<file path="src/rtl/spr_pkg.sv">
package spr_pkg;

  localparam int SPR_AW      = 16;
  localparam int GRP_SHIFT   = 11;
  localparam int SHADOW_BASE = 1024;
  localparam int SET_REGS    = 32;

  // indices into the plain read/write bank
  localparam int PL_VER   = 0;
  localparam int PL_EVEC  = 1;
  localparam int PL_PREV  = 2;
  localparam int PL_EPC   = 3;
  localparam int PL_EADR  = 4;
  localparam int PL_ESTAT = 5;
  localparam int PLAIN_N  = 6;

  // status bits that select translation / privilege
  localparam int SR_SUPV = 0;
  localparam int SR_DMMU = 5;
  localparam int SR_IMMU = 6;
  // power-management bits that stop the core
  localparam int PM_DOZE  = 4;
  localparam int PM_SLEEP = 5;

  typedef enum logic [4:0] {
    K_NONE, K_UPR, K_CPUCFG, K_DMMUCFG, K_IMMUCFG, K_PLAIN, K_NPC, K_SR,
    K_COREID, K_NCORES, K_SHADOW, K_MACLO, K_MACHI, K_PMR, K_PICMR,
    K_PICSR, K_TIMER
  } spr_kind_e;

  function automatic logic [SPR_AW-1:0] spr_addr(input int grp, input int num);
    return SPR_AW'((grp << GRP_SHIFT) + num);
  endfunction

  function automatic logic [31:0] sr_mode_mask();
    return (32'd1 << SR_SUPV) | (32'd1 << SR_DMMU) | (32'd1 << SR_IMMU);
  endfunction

  function automatic logic [31:0] pm_stop_mask();
    return (32'd1 << PM_DOZE) | (32'd1 << PM_SLEEP);
  endfunction

  function automatic logic [31:0] or_in(input logic [31:0] cur, input logic [31:0] d);
    return cur | d;
  endfunction

  function automatic logic [31:0] ones_clear(input logic [31:0] cur, input logic [31:0] d);
    return cur & ~d;
  endfunction

endpackage

</file>
<file path="src/rtl/spr_decode.sv">
module spr_decode
  import spr_pkg::*;
#(
  parameter int SHADOW_SETS = 2,
  localparam int SH_N  = SHADOW_SETS * SET_REGS,
  localparam int IDX_W = $clog2(SH_N)
) (
  input  logic [SPR_AW-1:0] addr,
  output spr_kind_e         kind,
  output logic [IDX_W-1:0]  idx
);

  logic [4:0]  grp;
  logic [31:0] num;

  assign grp = addr[SPR_AW-1:GRP_SHIFT];
  assign num = {21'd0, addr[GRP_SHIFT-1:0]};

  always_comb begin
    kind = K_NONE;
    idx  = '0;
    case (grp)
      5'd0: begin
        case (num)
          32'd0:   begin kind = K_PLAIN; idx = IDX_W'(PL_VER);   end
          32'd1:   kind = K_UPR;
          32'd2:   kind = K_CPUCFG;
          32'd3:   kind = K_DMMUCFG;
          32'd4:   kind = K_IMMUCFG;
          32'd11:  begin kind = K_PLAIN; idx = IDX_W'(PL_EVEC);  end
          32'd16:  kind = K_NPC;
          32'd17:  kind = K_SR;
          32'd18:  begin kind = K_PLAIN; idx = IDX_W'(PL_PREV);  end
          32'd32:  begin kind = K_PLAIN; idx = IDX_W'(PL_EPC);   end
          32'd48:  begin kind = K_PLAIN; idx = IDX_W'(PL_EADR);  end
          32'd64:  begin kind = K_PLAIN; idx = IDX_W'(PL_ESTAT); end
          32'd128: kind = K_COREID;
          32'd129: kind = K_NCORES;
          default: begin
            if (num >= 32'(SHADOW_BASE) && num < 32'(SHADOW_BASE + SH_N)) begin
              kind = K_SHADOW;
              idx  = IDX_W'(num - 32'(SHADOW_BASE));
            end
          end
        endcase
      end
      5'd5: begin
        if (num == 32'd1) kind = K_MACLO;
        else if (num == 32'd2) kind = K_MACHI;
      end
      5'd8:  if (num == 32'd0) kind = K_PMR;
      5'd9: begin
        if (num == 32'd0) kind = K_PICMR;
        else if (num == 32'd2) kind = K_PICSR;
      end
      5'd10: if (num < 32'd2) kind = K_TIMER;
      default: kind = K_NONE;
    endcase
  end

endmodule

</file>
<file path="src/rtl/spr_plain_bank.sv">
module spr_plain_bank #(
  parameter int XLEN = 32,
  parameter int N    = 6,
  parameter logic [N*XLEN-1:0] RST_VALS = '0,
  localparam int W = $clog2(N)
) (
  input  logic            clk,
  input  logic            rst_n,
  input  logic            we,
  input  logic [W-1:0]    widx,
  input  logic [XLEN-1:0] wdata,
  input  logic [W-1:0]    ridx,
  output logic [XLEN-1:0] rdata
);

  logic [XLEN-1:0] regs [N];

  for (genvar g = 0; g < N; g++) begin : g_reg
    always_ff @(posedge clk or negedge rst_n) begin
      if (!rst_n) regs[g] <= RST_VALS[g*XLEN +: XLEN];
      else if (we && widx == W'(g)) regs[g] <= wdata;
    end
  end

  assign rdata = regs[ridx];

endmodule

</file>
<file path="src/rtl/spr_shadow_file.sv">
module spr_shadow_file #(
  parameter int XLEN = 32,
  parameter int SETS = 2,
  localparam int SH_N  = SETS * 32,
  localparam int IDX_W = $clog2(SH_N)
) (
  input  logic             clk,
  input  logic             rst_n,
  input  logic             we,
  input  logic [IDX_W-1:0] widx,
  input  logic [XLEN-1:0]  wdata,
  input  logic [IDX_W-1:0] ridx,
  output logic [XLEN-1:0]  rdata
);

  // flat index = set*32 + register, identical to the address offset
  logic [XLEN-1:0] mem [SH_N];

  always_ff @(posedge clk or negedge rst_n) begin
    if (!rst_n) begin
      for (int i = 0; i < SH_N; i++) mem[i] <= '0;
    end else if (we) begin
      mem[widx] <= wdata;
    end
  end

  assign rdata = mem[ridx];

endmodule

</file>
<file path="src/rtl/spr_access_unit.sv">
module spr_access_unit
  import spr_pkg::*;
#(
  parameter int XLEN        = 32,
  parameter int SHADOW_SETS = 2,
  parameter logic [XLEN-1:0] VERSION      = 32'h1200_0001,
  parameter logic [XLEN-1:0] UNIT_PRESENT = 32'h0000_0619,
  parameter logic [XLEN-1:0] CPU_CFG      = 32'h0000_0020,
  parameter logic [XLEN-1:0] DMMU_CFG     = 32'h0000_0018,
  parameter logic [XLEN-1:0] IMMU_CFG     = 32'h0000_0018,
  parameter logic [XLEN-1:0] CORE_INDEX   = 32'd0,
  parameter logic [XLEN-1:0] CORE_COUNT   = 32'd1
) (
  input  logic              clk,
  input  logic              rst_n,
  input  logic              wr_en,
  input  logic [SPR_AW-1:0] wr_addr,
  input  logic [XLEN-1:0]   wr_data,
  input  logic [SPR_AW-1:0] rd_addr,
  input  logic [XLEN-1:0]   rd_prev,
  output logic [XLEN-1:0]   rd_data,
  input  logic [XLEN-1:0]   pc_in,
  input  logic [XLEN-1:0]   irq_pend_i,
  input  logic [XLEN-1:0]   tmr_rd_data_i,
  output logic              tmr_wr_o,
  output logic [XLEN-1:0]   sr_o,
  output logic              irq_o,
  output logic              tlb_flush_o,
  output logic              redirect_o,
  output logic [XLEN-1:0]   redirect_pc_o,
  output logic              halt_o,
  output logic [XLEN-1:0]   halt_pc_o
);

  localparam int SH_N  = SHADOW_SETS * SET_REGS;
  localparam int IDX_W = $clog2(SH_N);
  localparam int PL_W  = $clog2(PLAIN_N);
  localparam logic [PLAIN_N*XLEN-1:0] PLAIN_RST = {{((PLAIN_N-1)*XLEN){1'b0}}, VERSION};

  spr_kind_e        wk, rk;
  logic [IDX_W-1:0] widx, ridx;
  logic [XLEN-1:0]  plain_rdata, sh_rdata;

  logic [XLEN-1:0]   sr_q, pmr_q, picmr_q, picsr_q;
  logic [2*XLEN-1:0] mac_q;

  // named internal events
  logic wr_hit_sr, mode_change, halt_req, npc_take, mac_lo_wr, unmapped_wr;

  spr_decode #(.SHADOW_SETS(SHADOW_SETS)) wr_dec_i (.addr(wr_addr), .kind(wk), .idx(widx));
  spr_decode #(.SHADOW_SETS(SHADOW_SETS)) rd_dec_i (.addr(rd_addr), .kind(rk), .idx(ridx));

  spr_plain_bank #(.XLEN(XLEN), .N(PLAIN_N), .RST_VALS(PLAIN_RST)) plain_i (
    .clk(clk), .rst_n(rst_n), .we(wr_en && wk == K_PLAIN),
    .widx(widx[PL_W-1:0]), .wdata(wr_data),
    .ridx(ridx[PL_W-1:0]), .rdata(plain_rdata)
  );

  spr_shadow_file #(.XLEN(XLEN), .SETS(SHADOW_SETS)) shadow_i (
    .clk(clk), .rst_n(rst_n), .we(wr_en && wk == K_SHADOW),
    .widx(widx), .wdata(wr_data), .ridx(ridx), .rdata(sh_rdata)
  );

  assign wr_hit_sr   = wr_en && wk == K_SR;
  assign mode_change = wr_hit_sr && (((sr_q ^ wr_data) & XLEN'(sr_mode_mask())) != '0);
  assign halt_req    = wr_en && wk == K_PMR && ((wr_data & XLEN'(pm_stop_mask())) != '0);
  assign npc_take    = wr_en && wk == K_NPC && wr_data != pc_in;
  assign mac_lo_wr   = wr_en && wk == K_MACLO;
  assign unmapped_wr = wr_en && wk == K_NONE;
  assign tmr_wr_o    = wr_en && wk == K_TIMER;

  always_ff @(posedge clk or negedge rst_n) begin
    if (!rst_n) begin
      sr_q <= '0; pmr_q <= '0; picmr_q <= '0; picsr_q <= '0; mac_q <= '0;
      tlb_flush_o <= 1'b0; redirect_o <= 1'b0; redirect_pc_o <= '0;
      halt_o <= 1'b0; halt_pc_o <= '0;
    end else begin
      if (wr_hit_sr) sr_q <= wr_data;
      if (wr_en && wk == K_PMR) pmr_q <= wr_data;
      if (wr_en && wk == K_PICMR) picmr_q <= or_in(picmr_q, wr_data);
      picsr_q <= (wr_en && wk == K_PICSR ? ones_clear(picsr_q, wr_data) : picsr_q) | irq_pend_i;
      if (mac_lo_wr) mac_q[XLEN-1:0] <= wr_data;
      if (wr_en && wk == K_MACHI) mac_q[2*XLEN-1:XLEN] <= wr_data;
      tlb_flush_o <= mode_change;
      redirect_o  <= npc_take;
      if (npc_take) redirect_pc_o <= wr_data;
      if (halt_req) begin
        halt_o    <= 1'b1;
        halt_pc_o <= pc_in + XLEN'(4);
      end
    end
  end

  assign sr_o  = sr_q;
  assign irq_o = (picsr_q & picmr_q) != '0;

  always_comb begin
    case (rk)
      K_UPR:     rd_data = UNIT_PRESENT;
      K_CPUCFG:  rd_data = CPU_CFG;
      K_DMMUCFG: rd_data = DMMU_CFG;
      K_IMMUCFG: rd_data = IMMU_CFG;
      K_PLAIN:   rd_data = plain_rdata;
      K_NPC:     rd_data = pc_in;
      K_SR:      rd_data = sr_q;
      K_COREID:  rd_data = CORE_INDEX;
      K_NCORES:  rd_data = CORE_COUNT;
      K_SHADOW:  rd_data = sh_rdata;
      K_MACLO:   rd_data = mac_q[XLEN-1:0];
      K_MACHI:   rd_data = mac_q[2*XLEN-1:XLEN];
      K_PMR:     rd_data = pmr_q;
      K_PICMR:   rd_data = picmr_q;
      K_PICSR:   rd_data = picsr_q;
      K_TIMER:   rd_data = tmr_rd_data_i;
      default:   rd_data = rd_prev;
    endcase
  end


  flush_after_sr_chk: assert property (@(posedge clk) disable iff (!rst_n)
    tlb_flush_o |-> $past(wr_hit_sr));


  halt_sticky_chk: assert property (@(posedge clk) disable iff (!rst_n)
    halt_o |=> halt_o);


  mask_grow_chk: assert property (@(posedge clk) disable iff (!rst_n)
    1'b1 |=> ((picmr_q & $past(picmr_q)) == $past(picmr_q)));


  status_set_src_chk: assert property (@(posedge clk) disable iff (!rst_n)
    1'b1 |=> ((picsr_q & ~$past(picsr_q) & ~$past(irq_pend_i)) == '0));


  redirect_differs_chk: assert property (@(posedge clk) disable iff (!rst_n)
    redirect_o |-> (redirect_pc_o != $past(pc_in)));


  mac_half_keep_chk: assert property (@(posedge clk) disable iff (!rst_n)
    mac_lo_wr |=> $stable(mac_q[2*XLEN-1:XLEN]));


  unmapped_quiet_chk: assert property (@(posedge clk) disable iff (!rst_n)
    unmapped_wr |=> ($stable(sr_q) && $stable(pmr_q) && $stable(picmr_q) && $stable(mac_q)));

endmodule

</file>
<file path="config.mk">
export PLATFORM = sky130hd
export DESIGN_NAME = spr_access_unit
export DESIGN_NICKNAME = d
export VERILOG_FILES = /design/src/rtl/spr_pkg.sv /design/src/rtl/spr_decode.sv /design/src/rtl/spr_plain_bank.sv /design/src/rtl/spr_shadow_file.sv /design/src/rtl/spr_access_unit.sv
export SDC_FILE = /design/constraint.sdc
export NUM_CORES = 2
export LEC_CHECK = 0
export ABC_CLOCK_PERIOD_IN_PS = 4400
export BUFFER_PORTS_ARGS = -buffer_cell sky130_fd_sc_hd__buf_2
export CORE_UTILIZATION = 50
export CTS_CLUSTER_SIZE = 10
export DETAILED_ROUTE_END_ITERATION = 7
export GPL_ROUTABILITY_DRIVEN = 0
export PLACE_DENSITY = 0.74
export REMOVE_ABC_BUFFERS = 1
export SLEW_MARGIN = 15
export SYNTH_ARGS = -nofsm -noshare
export SYNTH_HDL_FRONTEND = slang
export SYNTH_SLANG_ARGS = --single-unit
</file>
<file path="constraint.sdc">
create_clock -name clk -period 4.4 [get_ports clk]
set_clock_uncertainty 0.2 [all_clocks]
set_input_delay 0.66 -clock clk [delete_from_list [all_inputs] [get_ports clk]]
set_output_delay 0.66 -clock clk [all_outputs]
set_load 0.005 [all_outputs]
</file>
==> results.ini <==
[placement]
placement.cell_area_um2=131000
buffer_ports.inserted=327
preCtsSetupSlack_ps=-1480
place_hpwl_um=297000

[drt]
route.final.wire_length_um=473000
drcViolationCount=9
ant_nets=0
dr_total_vias=97300
iteration_0_drc_count_of_the_detailed_router=14700
firstDrtPassIters=8
avgRoutedWirePerCell_um=33.1
vias_per_cell=6.81

[power_and_ir_drop]
power_per_cell_area_nw_per_um2=320
comb_power_share=0.037
clockPowerShare=0.471
vdd.ir_drop.worst_v=0.000272
power_leakage_nw=69.1
power.share.sequential=0.492
power.switching_fraction=0.231
netSwitchingPower_mw=10.8
power_report.internal_total_mw=36.0

[run_status]
outcome=complete, but fails checks
failed_checks=DRC, capacitance limit, slew limit, setup timing

[floorplanning]
ports=328
start_util=0.504
row_cnt=177
fp.dieW_um=486
die-area_um2=237000
floorplan.core_area_um2=233000
vertical_die_dimension_um=486

[timing]
finalHoldViolations=0
fmax_mhz=184
layout_min_cycle_time_ps=5430
transition_time_at_the_pin_with_the_least_slew_margin_ps=1660
min_period_over_period=1.23
slew-limit-headroom=-0.120
report.final.setup_viol=32
rsz0062_at_grt=true
finalMaxSlewViolations=2
fin_ws_ps=-1030

[grt]
largest_net_degree_at_the_start_of_global_routing=144
grt.total_usage=0.385
grt-ovfl-total=0
grt_pass1_wl_um=665000
vias_in_the_first_global_route=96300
antenna_found_initial=36

[yosys]
synth-async-reset-ratio=1.00
synthesis.yosys.warnings=0
ys.flop_type=sky130_fd_sc_hd__dfrtp_1
synth_area_per_cell_um2=11.7
synth_cell_area_um2=117000
postSynthRegisterBits=2499
synth-edff-count=0
ys_seq_area_frac=0.533
synth_cell_type_count=79
syn-instance-count=10000

[worst_hold_path]
hold_depth=2
min-delay-path-class=input port to register

[cts]
path_clk_slew_ps=60
cts-buffers-inserted=304
h_tree_depth=5
root_buffer=sky130_fd_sc_hd__clkbuf_16
worst_case_clock_buffer_depth=4
cts_tree=done
cts_num_sinks=2499
clkLatencyLatePin_ps=960

[worst_setup_path]
cells_on_worst_reg2reg_path=3
worst_ep_required_time_ps=3540
worst-path-max-fanout=5
worst-setup-path-type=input port to output port
endpoint_kind=output port
cp.arrival_ps=4570
timing.critical_path.from_type=input port
timing.reg2reg.setup_slack_ps=2860

[final_layout]
area_delta_synth_final_pct=24.4
design.final.nets=11300
stdcell_area_um2=146000
final_common_cell=sky130_fd_sc_hd__dfrtp_1
final_cell_mix=sky130_fd_sc_hd__dfrtp_1, sky130_fd_sc_hd__mux2_2, sky130_fd_sc_hd__nand2_1, sky130_fd_sc_hd__buf_4, sky130_fd_sc_hd__nand3_1
post_route_cells_drive_above_1_share=0.441

[flow_run]
drv_cap=1

## timing repair
item                                    4_1_cts  5_1_grt
gates cloned                                 19       11
buffers inserted                             96      130
endpoints found under the hold margin       179        0
hold buffers                                 62        0
endpoints found under the setup margin       32       33
resized for setup                           467      407
pin swaps                                   118      178
## Yosys cell counts (9+ instances only)
library cell / number / share of area
sky130_fd_sc_hd__a211oi_1: 70 / 0.0045
sky130_fd_sc_hd__a21o_1: 84 / 0.0054
sky130_fd_sc_hd__a21oi_1: 212 / 0.0090
sky130_fd_sc_hd__a221o_1: 13 / 0.0011
sky130_fd_sc_hd__a221oi_1: 48 / 0.0036
sky130_fd_sc_hd__a222oi_1: 22 / 0.0019
sky130_fd_sc_hd__a22oi_1: 71 / 0.0045
sky130_fd_sc_hd__a311oi_1: 41 / 0.0031
sky130_fd_sc_hd__a31oi_1: 115 / 0.0061
sky130_fd_sc_hd__a32o_1: 9 / 0.00077
sky130_fd_sc_hd__a32oi_1: 57 / 0.0043
sky130_fd_sc_hd__and2_1: 10 / 0.00053
sky130_fd_sc_hd__and3_1: 119 / 0.0063
sky130_fd_sc_hd__buf_1: 160 / 0.0051
sky130_fd_sc_hd__buf_2: 168 / 0.0072
sky130_fd_sc_hd__buf_4: 52 / 0.0033
sky130_fd_sc_hd__clkbuf_1: 549 / 0.018
sky130_fd_sc_hd__dfrtp_1: 2496 / 0.53
sky130_fd_sc_hd__inv_1: 17 / 0.00054
sky130_fd_sc_hd__mux2_1: 30 / 0.0029
sky130_fd_sc_hd__mux2_2: 2376 / 0.23
sky130_fd_sc_hd__mux2i_1: 147 / 0.013
sky130_fd_sc_hd__mux4_2: 88 / 0.017
sky130_fd_sc_hd__nand2_1: 1651 / 0.053
sky130_fd_sc_hd__nand2b_1: 9 / 0.00048
sky130_fd_sc_hd__nand3_1: 660 / 0.028
sky130_fd_sc_hd__nand4_1: 70 / 0.0037
sky130_fd_sc_hd__nor2_1: 155 / 0.0050
sky130_fd_sc_hd__nor2b_1: 10 / 0.00053
sky130_fd_sc_hd__nor3_1: 38 / 0.0016
sky130_fd_sc_hd__nor4_1: 35 / 0.0019
sky130_fd_sc_hd__o2111ai_1: 30 / 0.0022
sky130_fd_sc_hd__o211ai_1: 28 / 0.0018
sky130_fd_sc_hd__o21ai_0: 95 / 0.0041
sky130_fd_sc_hd__o221ai_1: 9 / 0.00067
sky130_fd_sc_hd__o22ai_1: 26 / 0.0014
sky130_fd_sc_hd__or3_1: 13 / 0.00069
sky130_fd_sc_hd__xnor2_1: 16 / 0.0012
sky130_fd_sc_hd__xor2_1: 52 / 0.0039
## worst paths after layout
path,end,startpoint
max,rd_data[17],rd_addr[9]
min,shadow_i.mem[1503]$_DFFE_PN0P_,wr_data[31]
max reg2reg,tlb_flush_o$_DFF_PN0_,sr_o[6]$_DFFE_PN0P_
min reg2reg,shadow_i.mem[1890]$_DFFE_PN0P_,shadow_i.mem[1890]$_DFFE_PN0P_
max in group asynchronous,shadow_i.mem[148]$_DFFE_PN0P_,rst_n
min in group asynchronous,shadow_i.mem[1946]$_DFFE_PN0P_,rst_n
## stage by stage
stage           util  total power, mW  cells  TNS [ps]  hold WS [ps]
2_1_floorplan      -             23.5   9072  -2345350           164
3_3_place_gp   0.560             24.9  13600   -125900           262
3_5_place_dp   0.560             24.9  13600   -198790           272
4_1_cts        0.613             46.5  14100     -9900          2.33
5_1_grt        0.626             47.6  14300    -19430          21.2
6_report       0.627             46.7  14300    -19910          45.9
## power groups by stage
stage	clock, mW	sequential, mW	combinational, mW
after floorplan	0	23.4	0.129
after global placement	0	23.4	1.51
after detailed placement	0	23.4	1.54
after CTS	21.9	23.0	1.62
after global routing	22.8	23.0	1.80
final	22.0	23.0	1.73
## metal layers
| metal | GRT usage | wire length, um | part of all wire |
|---|---|---|---|
| met5 | 0 | 552 | 0.0012 |
| met4 | 0.296 | 43200 | 0.091 |
| met3 | 0.152 | 69100 | 0.15 |
| met2 | 0.548 | 199000 | 0.42 |
| met1 | 0.468 | 161000 | 0.34 |
## flip-flops by register name, indices dropped and copies added, names as in the netlist
name and cells:
shadow_i.mem 2048, plain_i.regs 192, mac_q 64, halt_pc_o 32, picmr_q 32, picsr_q 32
pmr_q 32, redirect_pc_o 32, sr_o 32, halt_o 1, redirect_o 1, tlb_flush_o 1
## worst max-delay path, stage by stage
cell and delay, ps:
sky130_fd_sc_hd__buf_12 120, sky130_fd_sc_hd__buf_4 120, sky130_fd_sc_hd__nor3_1 410, sky130_fd_sc_hd__nand4_1 340
sky130_fd_sc_hd__nor3b_2 330, sky130_fd_sc_hd__buf_4 170, sky130_fd_sc_hd__o31a_1 230, sky130_fd_sc_hd__or2_2 300
sky130_fd_sc_hd__buf_12 200, sky130_fd_sc_hd__o21ai_0 590, sky130_fd_sc_hd__o2111ai_2 410, sky130_fd_sc_hd__buf_4 190
sky130_fd_sc_hd__o32a_1 310, sky130_fd_sc_hd__buf_2 170
## layout make-up
type | instances | area [um^2]
Inverter | 17 | 63.8
Antenna cell | 26 | 65.1
Tap cell | 3132 | 3920
Fill cell | 16600 | 87000
Sequential cell | 2499 | 62500
Timing Repair Buffer | 1695 | 17300
Clock buffer | 360 | 8000
Multi-Input combinational cell | 6557 | 54000
Clock inverter | 9 | 113
## cells by family after synthesis
logic type | synth area share
adders and majority gates | 0.000107
AOI/OAI and AO/OA | 0.0604
and+or+nand+nor | 0.107
DFF | 0.533
xor gates and xnor gates | 0.00508
buffers and inverters | 0.0343
muxes | 0.260
No activity file was read; power rests on OpenSTA's default activity.
